**src/rtl/bidir_pin_pkg.sv**
```systemverilog
// Shared definitions for the bidirectional pin bank.
// Assumes: none beyond IEEE 1800-2017.
package bidir_pin_pkg;

    // Command scope: the whole port word or one addressed line.
    typedef enum logic {
        SCOPE_WORD = 1'b0,
        SCOPE_LINE = 1'b1
    } scope_e;

    // Index width for a port of the given width (at least one bit).
    function automatic int unsigned idx_width(input int unsigned w);
        return (w > 1) ? $clog2(w) : 1;
    endfunction

endpackage

```
**src/rtl/bidir_line_regs.sv**
```systemverilog
// Per-line output-data and output-enable storage.
// Each line decodes both command channels on its own. The enable channel
// has priority over the implicit enable of a driving data write.
// Assumes: synchronous active-low reset; commands are stable at the edge.
module bidir_line_regs
    import bidir_pin_pkg::*;
#(
    parameter int unsigned W     = 8,
    parameter int unsigned IDX_W = idx_width(W)
) (
    input  logic             clk,
    input  logic             rst_n,
    input  logic             dat_we,
    input  logic             dat_single,
    input  logic             dat_drive,
    input  logic [IDX_W-1:0] dat_line,
    input  logic [W-1:0]     dat_val,
    input  logic             oe_we,
    input  logic             oe_single,
    input  logic [IDX_W-1:0] oe_line,
    input  logic [W-1:0]     oe_val,
    output logic [W-1:0]     q_do,
    output logic [W-1:0]     q_oe
);

    scope_e dat_scope;
    scope_e oe_scope;

    // Map the raw scope inputs onto the shared enum.
    always_comb begin
        dat_scope = dat_single ? SCOPE_LINE : SCOPE_WORD;
        oe_scope  = oe_single  ? SCOPE_LINE : SCOPE_WORD;
    end

    for (genvar i = 0; i < W; i++) begin : g_line
        logic hit_d;
        logic hit_e;
        logic nxt_d;
        logic nxt_e;

        // Decide whether this line is addressed and which value bit it takes.
        always_comb begin
            hit_d = dat_we && ((dat_scope == SCOPE_WORD) || (dat_line == IDX_W'(i)));
            hit_e = oe_we  && ((oe_scope  == SCOPE_WORD) || (oe_line  == IDX_W'(i)));
            nxt_d = (dat_scope == SCOPE_LINE) ? dat_val[0] : dat_val[i];
            nxt_e = (oe_scope  == SCOPE_LINE) ? oe_val[0]  : oe_val[i];
        end

        // Hold this line's data and enable; the explicit enable wins.
        always_ff @(posedge clk) begin
            if (!rst_n) begin
                q_do[i] <= 1'b0;
                q_oe[i] <= 1'b0;
            end else begin
                if (hit_d) begin
                    q_do[i] <= nxt_d;
                end
                if (hit_e) begin
                    q_oe[i] <= nxt_e;
                end else if (hit_d && dat_drive) begin
                    q_oe[i] <= 1'b1;
                end
            end
        end
    end

    // reset clears every enable and data bit.
    p_reset_clear_r1: assert property (@(posedge clk)
        !rst_n |=> (q_oe == '0) && (q_do == '0));

    // a data-only write with no enable command leaves the enables alone.
    p_dataonly_keeps_oe_r3: assert property (@(posedge clk) disable iff (!rst_n)
        (dat_we && !dat_drive && !oe_we) |=> $stable(q_oe));

    // an enable command without a data write leaves the data alone.
    p_enable_keeps_data_r4: assert property (@(posedge clk) disable iff (!rst_n)
        (oe_we && !dat_we) |=> $stable(q_do));

    // a driving word write turns on every driver and loads the word.
    p_drive_word_r2: assert property (@(posedge clk) disable iff (!rst_n)
        (dat_we && dat_drive && !dat_single && !oe_we)
        |=> (q_oe == '1) && (q_do == $past(dat_val)));

    // a word enable command decides the enables even against a driving write.
    p_enable_wins_r7: assert property (@(posedge clk) disable iff (!rst_n)
        (oe_we && !oe_single) |=> (q_oe == $past(oe_val)));

endmodule

```
**src/rtl/bidir_in_sync.sv**
```systemverilog
// Two-flop synchroniser for the pad input samples.
// Assumes: pad_in may be asynchronous; reset is synchronous active-low.
module bidir_in_sync #(
    parameter int unsigned W = 8
) (
    input  logic         clk,
    input  logic         rst_n,
    input  logic [W-1:0] d_async,
    output logic [W-1:0] q_sync
);

    logic [W-1:0] stage1;

    // Shift the pad levels through two register stages.
    always_ff @(posedge clk) begin
        if (!rst_n) begin
            stage1 <= '0;
            q_sync <= '0;
        end else begin
            stage1 <= d_async;
            q_sync <= stage1;
        end
    end

    // the output is the input from exactly two edges back.
    p_two_stage_r8: assert property (@(posedge clk) disable iff (!rst_n)
        ($past(rst_n, 1) && $past(rst_n, 2)) |-> (q_sync == $past(d_async, 2)));

endmodule

```
**src/rtl/bidir_read_mux.sv**
```systemverilog
// Read path: a driven line reads its own output data, an undriven line
// reads its synchronised pad level; plus an indexed single-bit read.
// Assumes: an index of W or more reads as 0.
module bidir_read_mux
    import bidir_pin_pkg::*;
#(
    parameter int unsigned W     = 8,
    parameter int unsigned IDX_W = idx_width(W)
) (
    input  logic [W-1:0]     q_do,
    input  logic [W-1:0]     q_oe,
    input  logic [W-1:0]     q_sync,
    input  logic [IDX_W-1:0] sel,
    output logic [W-1:0]     word,
    output logic             bit_out
);

    for (genvar i = 0; i < W; i++) begin : g_pick
        // Choose the level this line reports.
        always_comb begin
            word[i] = q_oe[i] ? q_do[i] : q_sync[i];
        end
    end

    // Select one line of the packed word by index.
    always_comb begin
        bit_out = 1'b0;
        for (int k = 0; k < W; k++) begin
            if (sel == IDX_W'(k)) begin
                bit_out = word[k];
            end
        end
    end

    // every enabled line reads back exactly what it drives.
    always_comb begin
        p_driven_readback_r9: assert ((word & q_oe) == (q_do & q_oe));
    end

endmodule

```
**src/rtl/bidir_pin_bank.sv**
```systemverilog
// Bidirectional pin bank top: per-line data/enable storage, input
// synchroniser and read path.
// Assumes: W is 8, 16 or 32 in normal use; pads are modelled as
// enable + data outputs with a separate input sample.
module bidir_pin_bank
    import bidir_pin_pkg::*;
#(
    parameter int unsigned W     = 8,
    parameter int unsigned IDX_W = idx_width(W)
) (
    input  logic             clk,
    input  logic             rst_n,
    input  logic             dat_we,
    input  logic             dat_single,
    input  logic             dat_drive,
    input  logic [IDX_W-1:0] dat_line,
    input  logic [W-1:0]     dat_val,
    input  logic             oe_we,
    input  logic             oe_single,
    input  logic [IDX_W-1:0] oe_line,
    input  logic [W-1:0]     oe_val,
    input  logic [W-1:0]     pad_in,
    output logic [W-1:0]     pad_do,
    output logic [W-1:0]     pad_oe,
    input  logic [IDX_W-1:0] rd_sel,
    output logic [W-1:0]     rd_word,
    output logic             rd_bit
);

    logic [W-1:0] q_sync;

    bidir_line_regs #(.W(W), .IDX_W(IDX_W)) u_regs (
        .clk        (clk),
        .rst_n      (rst_n),
        .dat_we     (dat_we),
        .dat_single (dat_single),
        .dat_drive  (dat_drive),
        .dat_line   (dat_line),
        .dat_val    (dat_val),
        .oe_we      (oe_we),
        .oe_single  (oe_single),
        .oe_line    (oe_line),
        .oe_val     (oe_val),
        .q_do       (pad_do),
        .q_oe       (pad_oe)
    );

    bidir_in_sync #(.W(W)) u_sync (
        .clk     (clk),
        .rst_n   (rst_n),
        .d_async (pad_in),
        .q_sync  (q_sync)
    );

    bidir_read_mux #(.W(W), .IDX_W(IDX_W)) u_read (
        .q_do    (pad_do),
        .q_oe    (pad_oe),
        .q_sync  (q_sync),
        .sel     (rd_sel),
        .word    (rd_word),
        .bit_out (rd_bit)
    );

endmodule

```
**config.mk**
```make
export PLATFORM = sky130hd
export DESIGN_NAME = bidir_pin_bank
export DESIGN_NICKNAME = d
export VERILOG_FILES = /design/src/rtl/bidir_pin_pkg.sv /design/src/rtl/bidir_line_regs.sv /design/src/rtl/bidir_in_sync.sv /design/src/rtl/bidir_read_mux.sv /design/src/rtl/bidir_pin_bank.sv
export SDC_FILE = /design/constraint.sdc
export NUM_CORES = 1
export LEC_CHECK = 0
export ABC_AREA = 1
export BUFFER_PORTS_ARGS = -buffer_cell sky130_fd_sc_hd__buf_2
export CAP_MARGIN = 10
export CORE_UTILIZATION = 45
export DETAILED_ROUTE_END_ITERATION = 8
export PLACE_DENSITY_LB_ADDON = 0.15
export SLEW_MARGIN = 20
export SYNTH_ARGS = -nofsm -noshare
export SYNTH_HDL_FRONTEND = slang
export SYNTH_SLANG_ARGS = --single-unit
```
**constraint.sdc**
```tcl
create_clock -name clk -period 0.9 [get_ports clk]
set_input_delay 0.09 -clock clk [delete_from_list [all_inputs] [get_ports clk]]
set_output_delay 0.09 -clock clk [all_outputs]
set_load 0.05 [all_outputs]
```
# Word-level counts from Yosys, hierarchy flattened
# Cells that the tools add are included.
[totals] register_bits=32 input_bits=40 word_cells=140
[classes] muxes=48 reduce_logical=51 n_eq_ne=21 bitwise_logic=2
[ops] operator="two-way mux 1 bit" count=48
[ops] operator="== test 3 bit (second input constant)" count=12
[ops] operator="logical AND 1 bit" count=24
[ops] operator="== test 3 x 2 -> 1 bit (second input constant)" count=6
[ops] operator="logical OR 1 bit" count=16
[ops] operator="nonzero test 2 bit" count=8
[ops] operator="== test 3 x 1 -> 1 bit (second input constant)" count=3
[ops] operator="zero test 3 bit" count=3
[ops] operator="NOT 1 bit" count=2

# Longest topological paths before layout
# Gate-level depths: netlist of run 1.
[depth] word_depth=9 depth_mapped=7

# By module
# Synthesis of run 1 repeated with hierarchy kept, for this count alone.
[unflattened] hier_cells=284 hier_area_um2=1746.7
[by_module_without_submodules] mod="bidir_line_regs" cells_each=184 area_per_inst_um2=1054.8 n_inst=1
[by_module_without_submodules] mod="bidir_in_sync" cells_each=50 area_per_inst_um2=484.2 n_inst=1
[by_module_without_submodules] mod="bidir_read_mux" cells_each=50 area_per_inst_um2=207.7 n_inst=1

# Least setup slack after synthesis of run 1
# Ideal clock, no wire load.
[synth_path] path_kind="register to output" from="register u_regs.q_oe[5]" to="output rd_bit" arrival_time_ps=1351 path_stages_with_launch=7 n_path_buf=0 path_slack_ps=-541 required_ps=810 path_cell_list="dfxtp_1 > nand2_1 > nand3_1 > nand3_1 > nand3_1 > nand2_1 > inv_1"
[synth_via] elab_chain_len=4
[synth_lines] element="start, declared" line="bidir_line_regs.sv:23" rtl="output logic [W-1:0] q_oe"
[synth_lines] element="start signal, assigned by index" line="bidir_line_regs.sv:59" rtl="q_oe[i] <= nxt_e;"
[synth_lines] element="two-way mux 1 bit" line="bidir_read_mux.sv:21" rtl="word[i] = q_oe[i] ? q_do[i] : q_sync[i];"
[synth_lines] element="two-way mux 1 bit (3 in series)" line="bidir_read_mux.sv:29" rtl="if (sel == IDX_W'(k)) begin"
[synth_lines] element="end, declared" line="bidir_pin_bank.sv:27" rtl="output logic rd_bit"
# No other way between the ends.

# Final worst setup path of run 1
[layout_path] from="register u_regs.q_oe[6]" to="output rd_bit"
[layout_via] elab_chain_len=3
[layout_lines] element="two-way mux 1 bit" line="bidir_read_mux.sv:21"
[layout_lines] element="two-way mux 1 bit (2 in series)" line="bidir_read_mux.sv:29"
# No other way between the ends.

==> results.cfg, run 1 <==
[run_status]
status = complete, but fails checks
violations = negative setup slack

[pwr]
power_density_nw_per_um2 = 1430
vdd_ir_drop_max_mv = 1.04
power_mw = 4.21
p_leak_nw = 1.60

[detailed_routing]
vias = 2216
wl_um = 6260
drt-vias-per-instance = 5.19
drc = 0
ant_nets = 0
drt_iter0_drc = 198
dr.pass1.iters = 5
wl_per_cell_um = 14.7

[cells_and_area]
multi_input_area_um2 = 993
area_delta_synth_final_pct = 77.2
layout_commonest_cell = nand2_1
nNetsFinal = 420
layout-drive-gt1-share_pct = 48.8
antennaDiodeCount = 0
seqCellArea_um2 = 681
final_cell_mix = nand2_1, buf_2, inv_1, buf_4, nand2_2
fill_cells = 195
finalNonFillerCells = 427

[logic_synthesis]
yosysSeqAreaShare_pct = 38.5
syn_inst = 270
yosys_warnings = 0
synth_nets = 310
syn_area_um2 = 1660
yosysUniqueCellTypes = 17
ys_seq_elements = 32
avgSynthCellArea_um2 = 6.16

[sta]
fin_skew_ns = 0.00933
maxSlewHeadroom_pct = 70.3
setup_ws_ns = -0.560
fin_crit_ns = 1.46
worst_slew_pin_slew_ns = 0.441
grt_setup_unrepaired = yes
hold_violations = 0
max_freq_ghz = 0.685
finalMaxSlewViolations = 0
min_period_over_period_pct = 162
worst_hold_slack_ns = 0.0770
finalSetupViolCount = 26

[global_routing]
grt_first_pass_wirelength_um = 8650
antenna_found_initial = 0
grt_max_degree = 16
track_usage_pct = 29.0
grtUsageMet2_pct = 52.9
grt_pass1_vias = 2015
grt_use_met3_pct = 7.12
grtUsageMet1_pct = 30.3
busiest_layer = met2
grt_overflow = 0

[clock_tree]
cts_buffers = 5
cts_tree = done
htreeDepth = 2
cts.clk_slew.worst_paths_ns = 0.06
cts_root_buffer = clkbuf_8
clk_latency_ns = 0.30
clock_sinks = 32
cts.path.max_buffers = 2

[critical_path]
critical_path_class = reg -> out
cp_max_fo = 3
cp-start-kind = flip-flop
cp.arrival_ns = 1.37
endpoint_kind = primary output
cp_data_required_time_ns = 0.81
reg2reg_slack_ns = -0.12

[floorplan]
die_w_um = 62.8
num_rows = 21
die-area_um2 = 3940
die_y_um = 62.8
initial_core_util_pct = 48.3
coreArea_um2 = 3440
io_pins = 65

[placement]
io_buffers = 64
hpwl_um = 3650
dp.cells = 402
place.gp.congestion = 0.872
dpl_worst_slack_ns = -0.283

[hold_path]
hp-class = in -> reg

[job]
drv_cap = 0
-- cell usage after synthesis --
master,number,share of area (%)
a21boi_1,1,0.45
a21oi_1,12,3.6
buf_2,3,0.90
buf_4,3,1.4
clkbuf_1,1,0.23
dfxtp_1,32,39
inv_1,36,8.1
inv_2,2,0.45
nand2_1,105,24
nand2_2,5,1.9
nand3_1,31,9.3
nand3b_1,1,0.45
nor2_1,21,4.7
nor2_2,3,1.1
o21ai_0,7,2.1
o21ai_1,3,0.90
o21ai_2,4,2.1
-- layer usage --
layer  share of wire (%)  vias up  wire, um
met5                   0        -         0
met4                 4.9        0       308
met3                 6.4       38       400
met2                  52      130      3240
met1                  37      995      2310
li1                    -     1053         -
-- power breakdown --
part           switching, mW  internal [mW]  total [mW]
combinational          0.792          0.575        1.37
clock                  0.548          0.709        1.26
sequential            0.0818           1.51        1.59
-- area by class of cell --
type	count	share of cell area, %
repair buffers	110	32.5
clock inverters	1	0.170
flip-flops and latches	32	23.1
inverters	38	5.22
clock buffers	7	3.31
well taps	46	1.95
multi-input cells	193	33.7
-- per-stage QoR --
step	utilization, %	instance area [um2]	setup TNS, ns
after floorplan	-	1710	-1.33
after CTS	80.6	2770	-3.65
after global routing	85.6	2950	-4.75
after global placement	65.7	2260	-0.611
after detailed placement	65.7	2260	-0.718
final	85.6	2950	-4.10
-- final timing paths --
kind / start / end / cells after the start
worst max-delay path: u_regs.q_oe[6] / rd_bit / 8
worst min-delay path: dat_drive / u_regs.q_oe[3] / 3
worst max register to register: u_regs.q_oe[6] / u_regs.q_oe[6] / 6
worst min register to register: u_sync.stage1[6] / u_sync.q_sync[6] / 2
-- critical path: stages (launching register included) --
cell and delay (ns):
dfxtp_4 0.37, inv_2 0.06, nand2_2 0.07, nand3_1 0.08, nand3_2 0.09, nand3_2 0.08, nand2_2 0.09, clkinvlp_4 0.09
buf_8 0.15
-- what timing repair did --
item	in CTS	in global routing
hold buffers	8	0
gates resized for setup	96	39
pin swaps	12	6
endpoints found under the setup margin	25	27
buffers inserted	5	9
endpoints found under the hold margin	8	0
-- registers in the layout, indices dropped and copies added, names as in the netlist --
name and cells:
u_sync.stage1 8, u_sync.q_sync 8, u_regs.q_oe 8, u_regs.q_do 8
-- cell families (layout without fill, tap and decap cells) --
kind of cell	count (synthesis)	in the layout	synth area share, %
simple gates	166	166	41.2
buf+inv	45	156	11.1
compound gates	27	27	9.18
flops	32	32	38.5
Power figures use the tool's default switching activity.
==> run 2, diff against run 1 <==
--- a/config.mk
+++ b/config.mk
@@ -5,7 +5,6 @@
 export SDC_FILE = /design/constraint.sdc
 export NUM_CORES = 1
 export LEC_CHECK = 0
-export ABC_AREA = 1
 export BUFFER_PORTS_ARGS = -buffer_cell sky130_fd_sc_hd__buf_2
 export CAP_MARGIN = 10
 export CORE_UTILIZATION = 45
==> run 2 against run 1 <==
Compared with the run above: the flow finishes with violations (negative hold slack, negative setup slack); die area up 0.94%; global-route usage up 2.4 points; first-iteration DRC count down 35%; combinational power up 3%.
==> results.cfg, run 2 <==
[run_status]
status = complete, but fails checks
violations = negative hold slack, negative setup slack

[floorplan]
die-area_um2 = 3980
num_rows = 21
die_w_um = 63.1
io_pins = 65
coreArea_um2 = 3440
initial_core_util_pct = 48.8
die_y_um = 63.1

[logic_synthesis]
yosysUniqueCellTypes = 46
ys_top_cells_by_count = dfxtp_1, and2_1, mux2i_1
syn_area_um2 = 1680
synth_edf_count = 0
yosysSeqAreaShare_pct = 38.2
synthFlopType = dfxtp_1
yosysTopAreaCellShare_pct = 38.2
synth_top_cell_by_area = dfxtp_1
syn_inst = 172
avgSynthCellArea_um2 = 9.76
ys_async_sr_fraction_pct = 0
yosys_warnings = 0
synthTopCellsByArea = dfxtp_1, and2_1, mux2i_1
synth.most_common_cell = dfxtp_1
synth_nets = 212
ys_seq_elements = 32

[hold_path]
hold_depth = 2
hold_start = pad_in[4]
whs_endpoint = u_sync.stage1[4]
hp-class = in -> reg

[global_routing]
grt_first_pass_wirelength_um = 9270
grt_max_degree = 24
grt_pass1_vias = 1847
track_usage_pct = 31.4
antenna_found_initial = 0
grt_overflow = 0

[placement]
hpwl_um = 3940
dp.cells = 310
place.gp.congestion = 0.846
io_buffers = 64
dpl-instance-area_um2 = 2370

[clock_tree]
cts.path.max_buffers = 2
htreeDepth = 2
clk_latency_ns = 0.30
clock_sinks = 32
cts_buffers = 5
cts.clk_slew.worst_paths_ns = 0.07
cts_root_buffer = clkbuf_8
cts_tree = done

[sta]
grt_setup_unrepaired = yes
maxSlewHeadroom_pct = 66.1
finalSetupViolCount = 33
max_freq_ghz = 0.615
fin_crit_ns = 1.63
min_period_over_period_pct = 181
worst_slew_pin_slew_ns = 0.501
finalSetupTns_ns = -6.19
worst_hold_slack_ns = -0.00157
finalMaxSlewViolations = 0
setup_ws_ns = -0.727
hold_violations = 2
fin_skew_ns = 0.00618

[cells_and_area]
layout-drive-gt1-share_pct = 56.1
layout_commonest_cell = buf_2
final_util_pct = 83.1
finalNonFillerCells = 326
antennaDiodeCount = 0
area_delta_synth_final_pct = 70.3
stdcell_area_um2 = 2860
nNetsFinal = 319
final_cell_mix = buf_2, buf_4, buf_6

[detailed_routing]
wl_per_cell_um = 19.2
wl_um = 6250
drc = 0
vias = 1919
drt_iter0_drc = 129
drt-vias-per-instance = 5.89
ant_nets = 0
dr.pass1.iters = 4

[critical_path]
cp_max_fo = 2
critical_path_class = reg -> out
worstSetupStartpoint = u_regs.q_oe[1]
path_buf_inv = 1
endpoint_kind = primary output
cp_data_required_time_ns = 0.81
reg2reg_to = u_regs.q_oe[1]
r2r_cells = 3
reg2reg_slack_ns = -0.25
cpMaxStageDelayCell = dfxtp_4
crit_chain = mux2_4 > a22oi_2 > nand4_1 > buf_6
cp-start-kind = flip-flop
crit_family = flip-flops
slowest_delay_ns = 0.36
cp.arrival_ns = 1.54
r2r-start = u_regs.q_oe[1]

[pwr]
power_mw = 4.19
p_leak_nw = 1.33
vdd_ir_drop_max_mv = 1.10
power_density_nw_per_um2 = 1470

[job]
drv_cap = 0
[run 2: repair_timing]
item,in CTS,in global routing
resized for setup,82,19
buffers inserted,4,11
pin swaps,0,7
endpoints found under the setup margin,33,35
hold buffers,2,0
hold endpoints to repair,2,0
[run 2: area by class of cell]
cell class	count	area, um2
timing repair buffer	110	951
inverter	8	30.0
sequential	32	683
clock buffer	6	82.6
fill	188	582
clock inverter	2	12.5
tap	46	57.6
multi-input combinational	122	1040
[run 2: cell families after synthesis]
group,count (synthesis),synth area share [%]
mux,18,11.3
buf+inv,18,5.59
compound gates,50,22.4
flops,32,38.2
simple gates,54,22.5
[run 2: worst max-delay path by stage]
| stage | end | slack, ns | cells after the start |
|---|---|---|---|
| detailed placement | rd_bit | -0.37 | 4 |
| CTS | rd_bit | -0.63 | 4 |
| global placement | rd_bit | -0.33 | 4 |
| floorplan | rd_bit | -0.71 | 3 |
| finish | rd_bit | -0.73 | 4 |
| global route | rd_bit | -0.73 | 4 |
[run 2: layer usage]
| metal | share of wire [%] | wire [um] | vias up | global-route usage (%) |
|---|---|---|---|---|
| met5 | 0 | 0 | - | 0 |
| met4 | 4.5 | 284 | 0 | 16.0 |
| met3 | 6.8 | 426 | 27 | 7.25 |
| met2 | 51 | 3180 | 114 | 55.5 |
| met1 | 38 | 2350 | 910 | 34.7 |
| li1 | - | - | 868 | - |
[run 2: power breakdown]
part	total, mW	leakage, nW	internal (mW)	switching [mW]
clock network	1.21	0.0521	0.622	0.583
logic	1.41	1.01	0.669	0.737
registers	1.58	0.273	1.51	0.0672
[run 2: metrics by stage]
stage          hold slack (ns)  setup slack (ns)
6_report              -0.00157            -0.727
5_1_grt                0.00223            -0.734
4_1_cts                0.00108            -0.635
3_5_place_dp             0.301            -0.365
3_3_place_gp             0.295            -0.326
2_1_floorplan            0.212            -0.714
==> run 3, diff against run 2 <==
--- a/config.mk
+++ b/config.mk
@@ -7,8 +7,11 @@
 export LEC_CHECK = 0
 export BUFFER_PORTS_ARGS = -buffer_cell sky130_fd_sc_hd__buf_2
 export CAP_MARGIN = 10
-export CORE_UTILIZATION = 45
+export CELL_PAD_IN_SITES_DETAIL_PLACEMENT = 0
+export CELL_PAD_IN_SITES_GLOBAL_PLACEMENT = 1
+export CORE_UTILIZATION = 35
 export DETAILED_ROUTE_END_ITERATION = 8
+export MAX_ROUTING_LAYER = met4
 export PLACE_DENSITY_LB_ADDON = 0.15
 export SLEW_MARGIN = 20
 export SYNTH_ARGS = -nofsm -noshare
==> run 3 against run 2 <==
Compared with the run above: the run ends with design-rule violations, negative setup slack left; cell count rose by 3.1%; clock power shrank 7%; combinational power hardly changed; maximum frequency up 5.0%; final area increased by 0.92%; clock skew shrank 0.0025 ns; hold slack improved by 0.011 ns; flip-flop and latch count stayed put; critical path type unchanged; critical endpoint unchanged; largest cell class unchanged.
==> results.cfg, run 3 (synthesis results as in run 2) <==
[global_routing]
grt_first_pass_wirelength_um = 8750
track_usage_pct = 23.3
antenna_found_initial = 0
grt_pass1_vias = 1833
grt_overflow = 0
grt_max_degree = 18

[detailed_routing]
wl_met2_um = 2850
drt-vias-per-instance = 5.32
wl_um = 5460
drt_iter0_drc = 60
drc = 5
ant_nets = 0
dr.pass1.iters = 6
met1_length_um = 2280
wl_per_cell_um = 16.2
wl_met3_um = 242
vias = 1787
topRoutingLayerUsed = met4

[critical_path]
endpoint_kind = primary output
worstSetupStartpoint = u_regs.q_oe[1]
cp-start-kind = flip-flop
critical_path_class = reg -> out
cp_max_fo = 2
cp_data_required_time_ns = 0.81
cp.arrival_ns = 1.46
r2r-start = u_regs.q_oe[1]

[floorplan]
io_pins = 65
die_y_um = 71.3
initial_core_util_pct = 37.5
die-area_um2 = 5080
die_w_um = 71.3
num_rows = 24
coreArea_um2 = 4470

[run_status]
status = complete, but fails checks
violations = design-rule violations, negative setup slack

[cells_and_area]
final_cell_mix = buf_2, buf_4, buf_6
fill_cells = 374
antennaDiodeCount = 0
area_delta_synth_final_pct = 71.9
stdcell_area_um2 = 2890
nNetsFinal = 323
layout_commonest_cell = buf_2
seqCellArea_um2 = 683
layout-drive-gt1-share_pct = 56.3
multi_input_area_um2 = 1020

[pwr]
power_density_nw_per_um2 = 1410
vdd_ir_drop_max_mv = 0.935
power_mw = 4.07
p_leak_nw = 1.35

[sta]
setup_ws_ns = -0.650
hold_violations = 0
worst_slew_pin_slew_ns = 0.372
finalSetupViolCount = 29
maxSlewHeadroom_pct = 75.0
min_period_over_period_pct = 172
finalMaxSlewViolations = 0
grt_setup_unrepaired = yes
max_freq_ghz = 0.645
fin_skew_ns = 0.00367
fin_crit_ns = 1.55

[placement]
dpl-instance-area_um2 = 2430
hpwl_um = 4080
io_buffers = 64
place.gp.congestion = 0.916

[clock_tree]
cts_tree = done
cts.clk_slew.worst_paths_ns = 0.07
cts.path.max_buffers = 2
cts_hold_buf = 0
cts_buffers = 5
htreeDepth = 2
clock_sinks = 32
cts_root_buffer = clkbuf_8
clk_latency_ns = 0.28

[job]
drv_cap = 0

[hold_path]
hp-class = in -> reg
hold_start = pad_in[3]
[run 3: cell count changes in the layout (fill, tap and decap cells not counted), moves of 2 or more]
cell,delta
dlygate4sd3_1,-2
inv_4,-2
buf_8,+2
clkinv_2,+2
buf_4,+4
[run 3: cell type report]
type | count | area share, %
Inverter | 8 | 1.04
Tap cell | 52 | 2.25
Clock buffer | 6 | 2.86
Sequential cell | 32 | 23.7
Timing Repair Buffer | 114 | 34.3
Multi-Input combinational cell | 122 | 35.5
Clock inverter | 2 | 0.347
[run 3: repair_timing]
item                                    4_1_cts  5_1_grt
resized for setup                            79       24
cloned                                        0        0
endpoints found under the setup margin       32       35
pin swaps                                     9        5
setup buffers                                 4       11
[run 3: per-stage QoR]
step	hold slack [ns]	utilization (%)	TNS [ns]	cells	setup slack, ns
floorplan	0.212	-	-1.19	172	-0.714
global placement	0.295	54.4	-3.50	324	-0.353
detailed placement	0.300	54.4	-3.87	324	-0.363
CTS	0.00323	63.1	-5.80	335	-0.645
global route	0.00605	64.5	-6.46	336	-0.690
finish	0.00961	64.5	-5.53	336	-0.650
[run 3: worst max-delay path: stages, from the launching register on]
cell,delay [ns]
dfxtp_4,0.36
mux2_4,0.31
a22oi_2,0.17
nand4_1,0.15
buf_6,0.18
[run 3: path summary, 6_finish.rpt]
kind                            to  depth (start not counted)  slack [ns]
setup reg to reg    u_regs.q_oe[1]                          3       -0.23
hold reg to reg   u_sync.q_sync[2]                          1        0.43
setup / recovery            rd_bit                          4       -0.65
hold / removal    u_sync.stage1[3]                          2        0.01
[run 3: per-layer routing]
metal / global-route usage, % / vias up
met5: - / -
met4: 5.56 / 0
met3: 4.08 / 7
met2: 40.2 / 58
met1: 28.2 / 843
li1: - / 879
[run 3: where the power goes]
group / internal [mW] / total, mW / switching, mW
Sequential: 1.51 / 1.57 / 0.0583
Clock: 0.609 / 1.12 / 0.509
Combinational: 0.677 / 1.39 / 0.708
Total: 2.80 / 4.07 / 1.28
